<file path="config.mk">
export PLATFORM = sky130hd
export DESIGN_NAME = codec_reg_bridge
export DESIGN_NICKNAME = d
export VERILOG_FILES = /design/src/rtl/codec_bridge_pkg.sv /design/src/rtl/cbr_cmd_ctrl.sv /design/src/rtl/cbr_regfile.sv /design/src/rtl/cbr_rd_settle.sv /design/src/rtl/codec_reg_bridge.sv
export SDC_FILE = /design/constraint.sdc
export NUM_CORES = 1
export LEC_CHECK = 0
export BUFFER_PORTS_ARGS = -buffer_cell sky130_fd_sc_hd__buf_2
export CAP_MARGIN = 20
export CORE_MARGIN = 5
export CORE_UTILIZATION = 40
export CTS_BUF_LIST = sky130_fd_sc_hd__clkbuf_8
export DETAILED_ROUTE_END_ITERATION = 10
export PLACE_DENSITY = 0.63
export SLEW_MARGIN = 0
export SYNTH_ARGS = -nofsm -noshare
export SYNTH_HDL_FRONTEND = slang
export SYNTH_SLANG_ARGS = --single-unit
export TNS_END_PERCENT = 20
</file>
<file path="constraint.sdc">
create_clock -name clk -period 3.4 [get_ports clk]
set_clock_uncertainty 0.2 [all_clocks]
set_input_delay 0.17 -clock clk [delete_from_list [all_inputs] [get_ports clk]]
set_output_delay 0.17 -clock clk [all_outputs]
set_load 0.01 [all_outputs]
</file>
<file path="src/rtl/codec_bridge_pkg.sv">
`timescale 1ns/1ps
package codec_bridge_pkg;

  localparam int CB_NREG    = 36;
  localparam int CB_ADDR_W  = 7;
  localparam int CB_DATA_W  = 8;
  localparam int CB_WORD_W  = 32;
  localparam int CB_OFF_W   = 3;

  // host word layout
  localparam int CB_REQ_BIT  = 16;
  localparam int CB_ERR_BIT  = 31;
  localparam int CB_ADDR_LSB = 8;
  localparam int CB_IRQ_BIT  = 8;

  localparam logic [CB_OFF_W-1:0] CB_CMD_OFF  = 3'd0;
  localparam logic [CB_OFF_W-1:0] CB_DATA_OFF = 3'd4;

  localparam int CB_STATUS_ADDR = 0;
  localparam int CB_GAP_A       = 5;
  localparam int CB_GAP_B       = 28;

  // address holds a readable location
  function automatic logic cb_is_present(input int idx, input int nreg);
    return (idx >= 0) && (idx < nreg) && (idx != CB_GAP_A) && (idx != CB_GAP_B);
  endfunction

  // address holds a flop that the host may change
  function automatic logic cb_is_writable(input int idx, input int nreg);
    return cb_is_present(idx, nreg) && (idx != CB_STATUS_ADDR);
  endfunction

  // power-on content of each location
  function automatic logic [CB_DATA_W-1:0] cb_reset_value(input int idx);
    logic [CB_DATA_W-1:0] v;
    case (idx)
      1, 2:           v = 8'hC3;
      3, 6:           v = 8'h90;
      4:              v = 8'h98;
      7:              v = 8'hB1;
      8:              v = 8'h11;
      9:              v = 8'h10;
      11:             v = 8'h03;
      14:             v = 8'h40;
      16:             v = 8'hFF;
      18, 19, 20, 21: v = 8'h06;
      31:             v = 8'h34;
      32:             v = 8'h07;
      33:             v = 8'h44;
      34:             v = 8'h1F;
      default:        v = 8'h00;
    endcase
    return v;
  endfunction

endpackage

</file>
<file path="src/rtl/cbr_cmd_ctrl.sv">
`timescale 1ns/1ps
module cbr_cmd_ctrl
  import codec_bridge_pkg::*;
#(
  parameter int ADDR_W = CB_ADDR_W,
  parameter int DATA_W = CB_DATA_W,
  parameter int WORD_W = CB_WORD_W,
  parameter int WR_LAT = 4
) (
  input  logic              clk,
  input  logic              rst_n,
  input  logic              cmd_we,
  input  logic [WORD_W-1:0] cmd_wdata,
  output logic              busy,
  output logic              err,
  output logic [ADDR_W-1:0] addr_q,
  output logic [DATA_W-1:0] data_q,
  output logic              accept,
  output logic              commit,
  output logic [ADDR_W-1:0] commit_addr,
  output logic [DATA_W-1:0] commit_data
);

  localparam int WCNT_W = $clog2(WR_LAT + 1);

  logic              busy_q;
  logic              err_q;
  logic [WCNT_W-1:0] wcnt_q;
  logic              req;
  logic              start;
  logic              drop;
  logic              clr_err;

  wire unused_cmd_bits = ^{cmd_wdata[CB_ERR_BIT-1:CB_REQ_BIT+1],
                           cmd_wdata[CB_REQ_BIT-1:CB_ADDR_LSB+ADDR_W]};

  assign req     = cmd_wdata[CB_REQ_BIT];
  assign accept  = cmd_we && !busy_q;
  assign start   = accept && req;
  assign drop    = cmd_we && busy_q && req;
  assign clr_err = accept && !req && cmd_wdata[CB_ERR_BIT];
  assign commit  = busy_q && (wcnt_q == WCNT_W'(1));

  always_ff @(posedge clk or negedge rst_n) begin
    if (!rst_n) begin
      busy_q <= 1'b0;
      err_q  <= 1'b0;
      wcnt_q <= '0;
      addr_q <= '0;
      data_q <= '0;
    end else begin
      if (accept) addr_q <= cmd_wdata[CB_ADDR_LSB +: ADDR_W];
      if (start) begin
        data_q <= cmd_wdata[DATA_W-1:0];
        busy_q <= 1'b1;
        wcnt_q <= WCNT_W'(WR_LAT);
      end else if (busy_q) begin
        wcnt_q <= wcnt_q - WCNT_W'(1);
        if (commit) busy_q <= 1'b0;
      end
      if (drop) err_q <= 1'b1;
      else if (clr_err) err_q <= 1'b0;
    end
  end

  assign busy        = busy_q;
  assign err         = err_q;
  assign commit_addr = addr_q;
  assign commit_data = data_q;

endmodule

</file>
<file path="src/rtl/cbr_regfile.sv">
`timescale 1ns/1ps
module cbr_regfile
  import codec_bridge_pkg::*;
#(
  parameter int NREG   = CB_NREG,
  parameter int ADDR_W = CB_ADDR_W,
  parameter int DATA_W = CB_DATA_W
) (
  input  logic                   clk,
  input  logic                   rst_n,
  input  logic                   we,
  input  logic [ADDR_W-1:0]      waddr,
  input  logic [DATA_W-1:0]      wdata,
  output logic [NREG*DATA_W-1:0] regs_flat
);

  for (genvar g = 0; g < NREG; g++) begin : g_slot
    if (cb_is_writable(g, NREG)) begin : g_rw
      localparam logic [DATA_W-1:0] RST_V = DATA_W'(cb_reset_value(g));
      logic [DATA_W-1:0] q;
      always_ff @(posedge clk or negedge rst_n) begin
        if (!rst_n) q <= RST_V;
        else if (we && (waddr == ADDR_W'(g))) q <= wdata;
      end
      assign regs_flat[g*DATA_W +: DATA_W] = q;
    end else begin : g_hole
      assign regs_flat[g*DATA_W +: DATA_W] = '0;
    end
  end

endmodule

</file>
<file path="src/rtl/cbr_rd_settle.sv">
`timescale 1ns/1ps
module cbr_rd_settle #(
  parameter int DATA_W = 8,
  parameter int RD_LAT = 6
) (
  input  logic              clk,
  input  logic              rst_n,
  input  logic              restart,
  input  logic [DATA_W-1:0] lookup,
  output logic [DATA_W-1:0] rd_q,
  output logic              load
);

  localparam int CNT_W = $clog2(RD_LAT + 1);

  logic [CNT_W-1:0] cnt_q;

  // the held byte refreshes only once the settle window has run out
  assign load = (cnt_q < CNT_W'(2));

  always_ff @(posedge clk or negedge rst_n) begin
    if (!rst_n) begin
      cnt_q <= '0;
      rd_q  <= '0;
    end else begin
      if (restart) cnt_q <= CNT_W'(RD_LAT);
      else if (cnt_q != '0) cnt_q <= cnt_q - CNT_W'(1);
      if (load) rd_q <= lookup;
    end
  end

endmodule

</file>
<file path="src/rtl/codec_reg_bridge.sv">
`timescale 1ns/1ps
module codec_reg_bridge
  import codec_bridge_pkg::*;
#(
  parameter int NREG   = CB_NREG,
  parameter int ADDR_W = CB_ADDR_W,
  parameter int DATA_W = CB_DATA_W,
  parameter int WORD_W = CB_WORD_W,
  parameter int OFF_W  = CB_OFF_W,
  parameter int WR_LAT = 4,
  parameter int RD_LAT = 6
) (
  input  logic                   clk,
  input  logic                   rst_n,
  input  logic                   host_we,
  input  logic [OFF_W-1:0]       host_off,
  input  logic [WORD_W-1:0]      host_wdata,
  output logic [WORD_W-1:0]      host_rdata,
  input  logic [DATA_W-1:0]      codec_status,
  input  logic                   codec_irq,
  output logic [NREG*DATA_W-1:0] ctrl_regs
);

  localparam int IDX_W = $clog2(NREG);

  // named internal events, also used by the bound checker
  logic              cmd_we;
  logic              busy;
  logic              err;
  logic [ADDR_W-1:0] addr_q;
  logic [DATA_W-1:0] data_q;
  logic              accept;
  logic              commit;
  logic [ADDR_W-1:0] commit_addr;
  logic [DATA_W-1:0] commit_data;
  logic [DATA_W-1:0] lookup;
  logic [DATA_W-1:0] rd_q;
  logic              rd_load;
  logic [NREG*DATA_W-1:0] regs_flat;
  logic [DATA_W-1:0] reg_view [NREG];

  assign cmd_we = host_we && (host_off == OFF_W'(CB_CMD_OFF));

  cbr_cmd_ctrl #(
    .ADDR_W(ADDR_W), .DATA_W(DATA_W), .WORD_W(WORD_W), .WR_LAT(WR_LAT)
  ) u_cmd (
    .clk        (clk),
    .rst_n      (rst_n),
    .cmd_we     (cmd_we),
    .cmd_wdata  (host_wdata),
    .busy       (busy),
    .err        (err),
    .addr_q     (addr_q),
    .data_q     (data_q),
    .accept     (accept),
    .commit     (commit),
    .commit_addr(commit_addr),
    .commit_data(commit_data)
  );

  cbr_regfile #(
    .NREG(NREG), .ADDR_W(ADDR_W), .DATA_W(DATA_W)
  ) u_rf (
    .clk      (clk),
    .rst_n    (rst_n),
    .we       (commit),
    .waddr    (commit_addr),
    .wdata    (commit_data),
    .regs_flat(regs_flat)
  );

  for (genvar g = 0; g < NREG; g++) begin : g_view
    assign reg_view[g] = regs_flat[g*DATA_W +: DATA_W];
  end

  // byte seen by a read of the current address
  function automatic logic [DATA_W-1:0] pick_byte(
    input logic [ADDR_W-1:0] a,
    input logic [DATA_W-1:0] status,
    input logic [DATA_W-1:0] stored
  );
    if (int'(a) == CB_STATUS_ADDR) return status;
    if (cb_is_present(int'(a), NREG)) return stored;
    return '0;
  endfunction

  assign lookup = pick_byte(addr_q, codec_status, reg_view[addr_q[IDX_W-1:0]]);

  cbr_rd_settle #(
    .DATA_W(DATA_W), .RD_LAT(RD_LAT)
  ) u_rd (
    .clk    (clk),
    .rst_n  (rst_n),
    .restart(accept),
    .lookup (lookup),
    .rd_q   (rd_q),
    .load   (rd_load)
  );

  always_comb begin
    host_rdata = '0;
    if (host_off == OFF_W'(CB_CMD_OFF)) begin
      host_rdata[CB_ERR_BIT]                 = err;
      host_rdata[CB_REQ_BIT]                 = busy;
      host_rdata[CB_ADDR_LSB +: ADDR_W]      = addr_q;
      host_rdata[DATA_W-1:0]                 = data_q;
    end else if (host_off == OFF_W'(CB_DATA_OFF)) begin
      host_rdata[CB_IRQ_BIT]                 = codec_irq;
      host_rdata[DATA_W-1:0]                 = rd_q;
    end
  end

  assign ctrl_regs = regs_flat;

endmodule

</file>
==> key figures <==
Flow run
  – Max Cap Viol: 0

Power
  – Leak: 9.30 nW
  – Overall Power: 10.7 mW
  – PwrDens: 595 nW/um^2
  – Peak VDD IR: 0.337 mV

Placement
  – Dpl hpwl: 36400 um
  – Post-Place Cell Area: 16500 um^2
  – Port bufs: 312
  – Dpl ws: 584 ps
  – GPL Wtd Cong: 0.917

Final layout
  – Commonest non-fill, non-tap cell in the layout: buf_2
  – Fin area: 18000 um^2
  – Fillers: 3203
  – Final nets: 1479
  – Area Overhead vs Synth: 24.4%
  – Fraction of layout cells with a size suffix above 1: 58.5%
  – Most frequent cells in the layout: buf_2 (311), mux2_2 (293), dfrtp_1 (238)

Clock tree
  – Worst-path clk slew: 70 ps
  – CTS tree: done
  – CTS sink cnt: 295
  – Skew-Pair Late Insertion Delay: 600 ps
  – Total CTS buffers: 50
  – H-tree depth: 2
  – CTS root buffer: clkbuf_8
  – Post-CTS sizing: 0
  – Max clock buf depth: 3

Yosys
  – Yosys warnings: 0
  – Number of synthesized flops with an enable pin: 0
  – Simple-gate portion of the synthesized area: 7.10%
  – Prevailing post-synth register cell: dfrtp_1
  – Main combinational cell family by area after synthesis: multiplexers
  – Synth Area in Adders: 0.346%
  – Synth Instances: 1061
  – XOR/XNOR share of the synthesized area: 0.121%
  – Synthesized area: 14400 um^2
  – Synth Area in Compound Gates: 4.11%
  – Async S/R FF share, synth: 100%
  – Post-synthesis cell type count: 72
  – Post-synthesis mux area share: 31.8%
  – Syn Area/Cell: 13.6 um^2
  – #FFs+latches synth: 295
  – Sequential area share after synthesis: 51.6%

STA
  – Fin worst setup slack: 559 ps
  – Period Utilization, post-route: 83.5%
  – Min Tclk post-route: 2840 ps
  – Endpoints failing hold: 0
  – RSZ-0062 raised after global routing: false
  – Max Fclk: 0.352 GHz
  – Final Max Slew Viols: 0
  – Worst slew pin tran: 918 ps
  – Final setup violation count: 0
  – Setup tns final: 0 ps
  – Relative slew margins: 38.8%

Route
  – Drc violations: 0
  – WL/cell: 26.0 um
  – Via density: 5.44
  – DR pass1 iterations: 4
  – Vias: 10500
  – Detailed Route Iter0 Violations: 575
  – Antenna-violating nets left: 0
  – Total wire length: 50200 um

Setup path
  – WS Path Type: reg2reg
  – CP required: 3710 ps
  – CP arrival: 3150 ps
  – Maximum fanout along the worst path: 26
  – Setup crit end kind: register
  – Slack of the worst reg-to-reg path: 560 ps
  – Startpoint Class: register
  – Worst reg-to-reg path cell count: 6

Global route
  – Global route overflow: 0
  – Vias in the first global route: 11000
  – Global-route wire length before repair: 73400 um
  – All-Layer GR Usage: 24.7%
  – Largest net degree at the start of global routing: 93
  – Initial antenna violation count: 2

Run status
  – Outcome: finished clean

Die
  – Die height: 200 um
  – Starting Density: 40.5%
  – Die W: 200 um
  – Num ports: 367
  – Site Rows: 69
  – Core ar.: 35700 um^2
  – DIE AREA: 40000 um^2

Hold path
  – Hold Path Stages: 5
  – HP Class: in2reg
## cell usage after synthesis, types with 8 or more instances
cell / instances / area (um^2)
mux2_2: 293 / 3300
dfrtp_1: 241 / 6030
dfstp_2: 54 / 1420
nand2_1: 47 / 176
buf_4: 46 / 345
mux4_2: 43 / 968
clkbuf_1: 37 / 139
mux2i_1: 30 / 300
buf_2: 29 / 145
nor2_1: 27 / 101
nand3_1: 18 / 90.1
a21oi_1: 17 / 85.1
nor3_1: 14 / 70.1
nor2b_1: 13 / 81.3
a221oi_1: 11 / 96.3
o21ai_0: 11 / 55.1
inv_1: 10 / 37.5
a31oi_1: 8 / 50.1
## flip-flops by register name, summed over array words and instances (netlist names)
signal,count
u_cmd.commit_data,8
u_rd.rd_q,8
u_rf.g_slot.g_rw.q,264
u_cmd.err,1
u_rd.cnt_q,3
u_cmd.wcnt_q,3
u_cmd.busy,1
u_cmd.addr_q,7
## worst max-delay path: stages, from the launching register on
cell,delay (ps)
dfrtp_4,680
buf_12,260
or4_1,650
nor3_4,450
a221o_1,260
a31oi_1,60
a31oi_1,180
## metal layers
layer,wire length [um],part of all wire [%],global-route usage [%],up-vias
li1,-,-,-,4565
met1,21500,43,33.5,5472
met2,23000,46,38.0,391
met3,4050,8.1,7.64,87
met4,1690,3.4,8.28,2
met5,13,0.026,0,-
## through the flow
stage	util, %	hold slack, ps	std cells
global route	50.4	122	1932
floorplan	-	-326	1099
finish	50.4	112	1932
CTS	50.3	70.3	1930
global placement	46.3	60.3	1805
detailed placement	46.3	59.3	1805
## worst paths after layout
check / start / to
worst min register to register: u_rd.rd_q[4] / u_rd.rd_q[4]
worst max register to register: u_cmd.addr_q[0] / u_rd.rd_q[7]
worst max-delay path: u_cmd.addr_q[0] / u_rd.rd_q[7]
max in group asynchronous: rst_n / u_rf.g_slot[26].g_rw.q[5]
worst min-delay path: host_off[1] / u_rd.cnt_q[0]
min in group asynchronous: rst_n / u_rf.g_slot[30].g_rw.q[4]
## what timing repair did
action | 4_1_cts | 5_1_grt
setup buffers | 0 | 0
hold endpoints to repair | 188 | 0
hold buffers | 31 | 0
endpoints found under the setup margin | 0 | 0
## area by class of cell
class | instances | area (um^2) | share of cell area (%)
timing repair buffer | 393 | 2350 | 13.1
clock buffer | 65 | 895 | 4.98
antenna | 1 | 2.50 | 0.0139
clock inverter | 29 | 213 | 1.18
multi-input combinational | 677 | 6430 | 35.8
tap | 461 | 577 | 3.21
inverter | 11 | 41.3 | 0.230
sequential | 295 | 7460 | 41.5
## where the power goes
part	internal [mW]	total, mW	switching (mW)
logic	1.10	2.92	1.82
registers	3.76	4.30	0.546
clock network	1.95	3.47	1.52
total	6.81	10.7	3.88
## kinds of logic (layout without fill, tap and decap cells)
group	Yosys count	in the layout
multiplexers	367	367
AO/OA/AOI/OAI	84	84
XOR/XNOR	2	2
other	1	40
flip-flops	295	295
adder cells (fa/ha/maj)	4	4
buffers and inverters	127	498
AND/OR/NAND/NOR	181	181
Note: power is estimated with default switching activity, not from simulation.
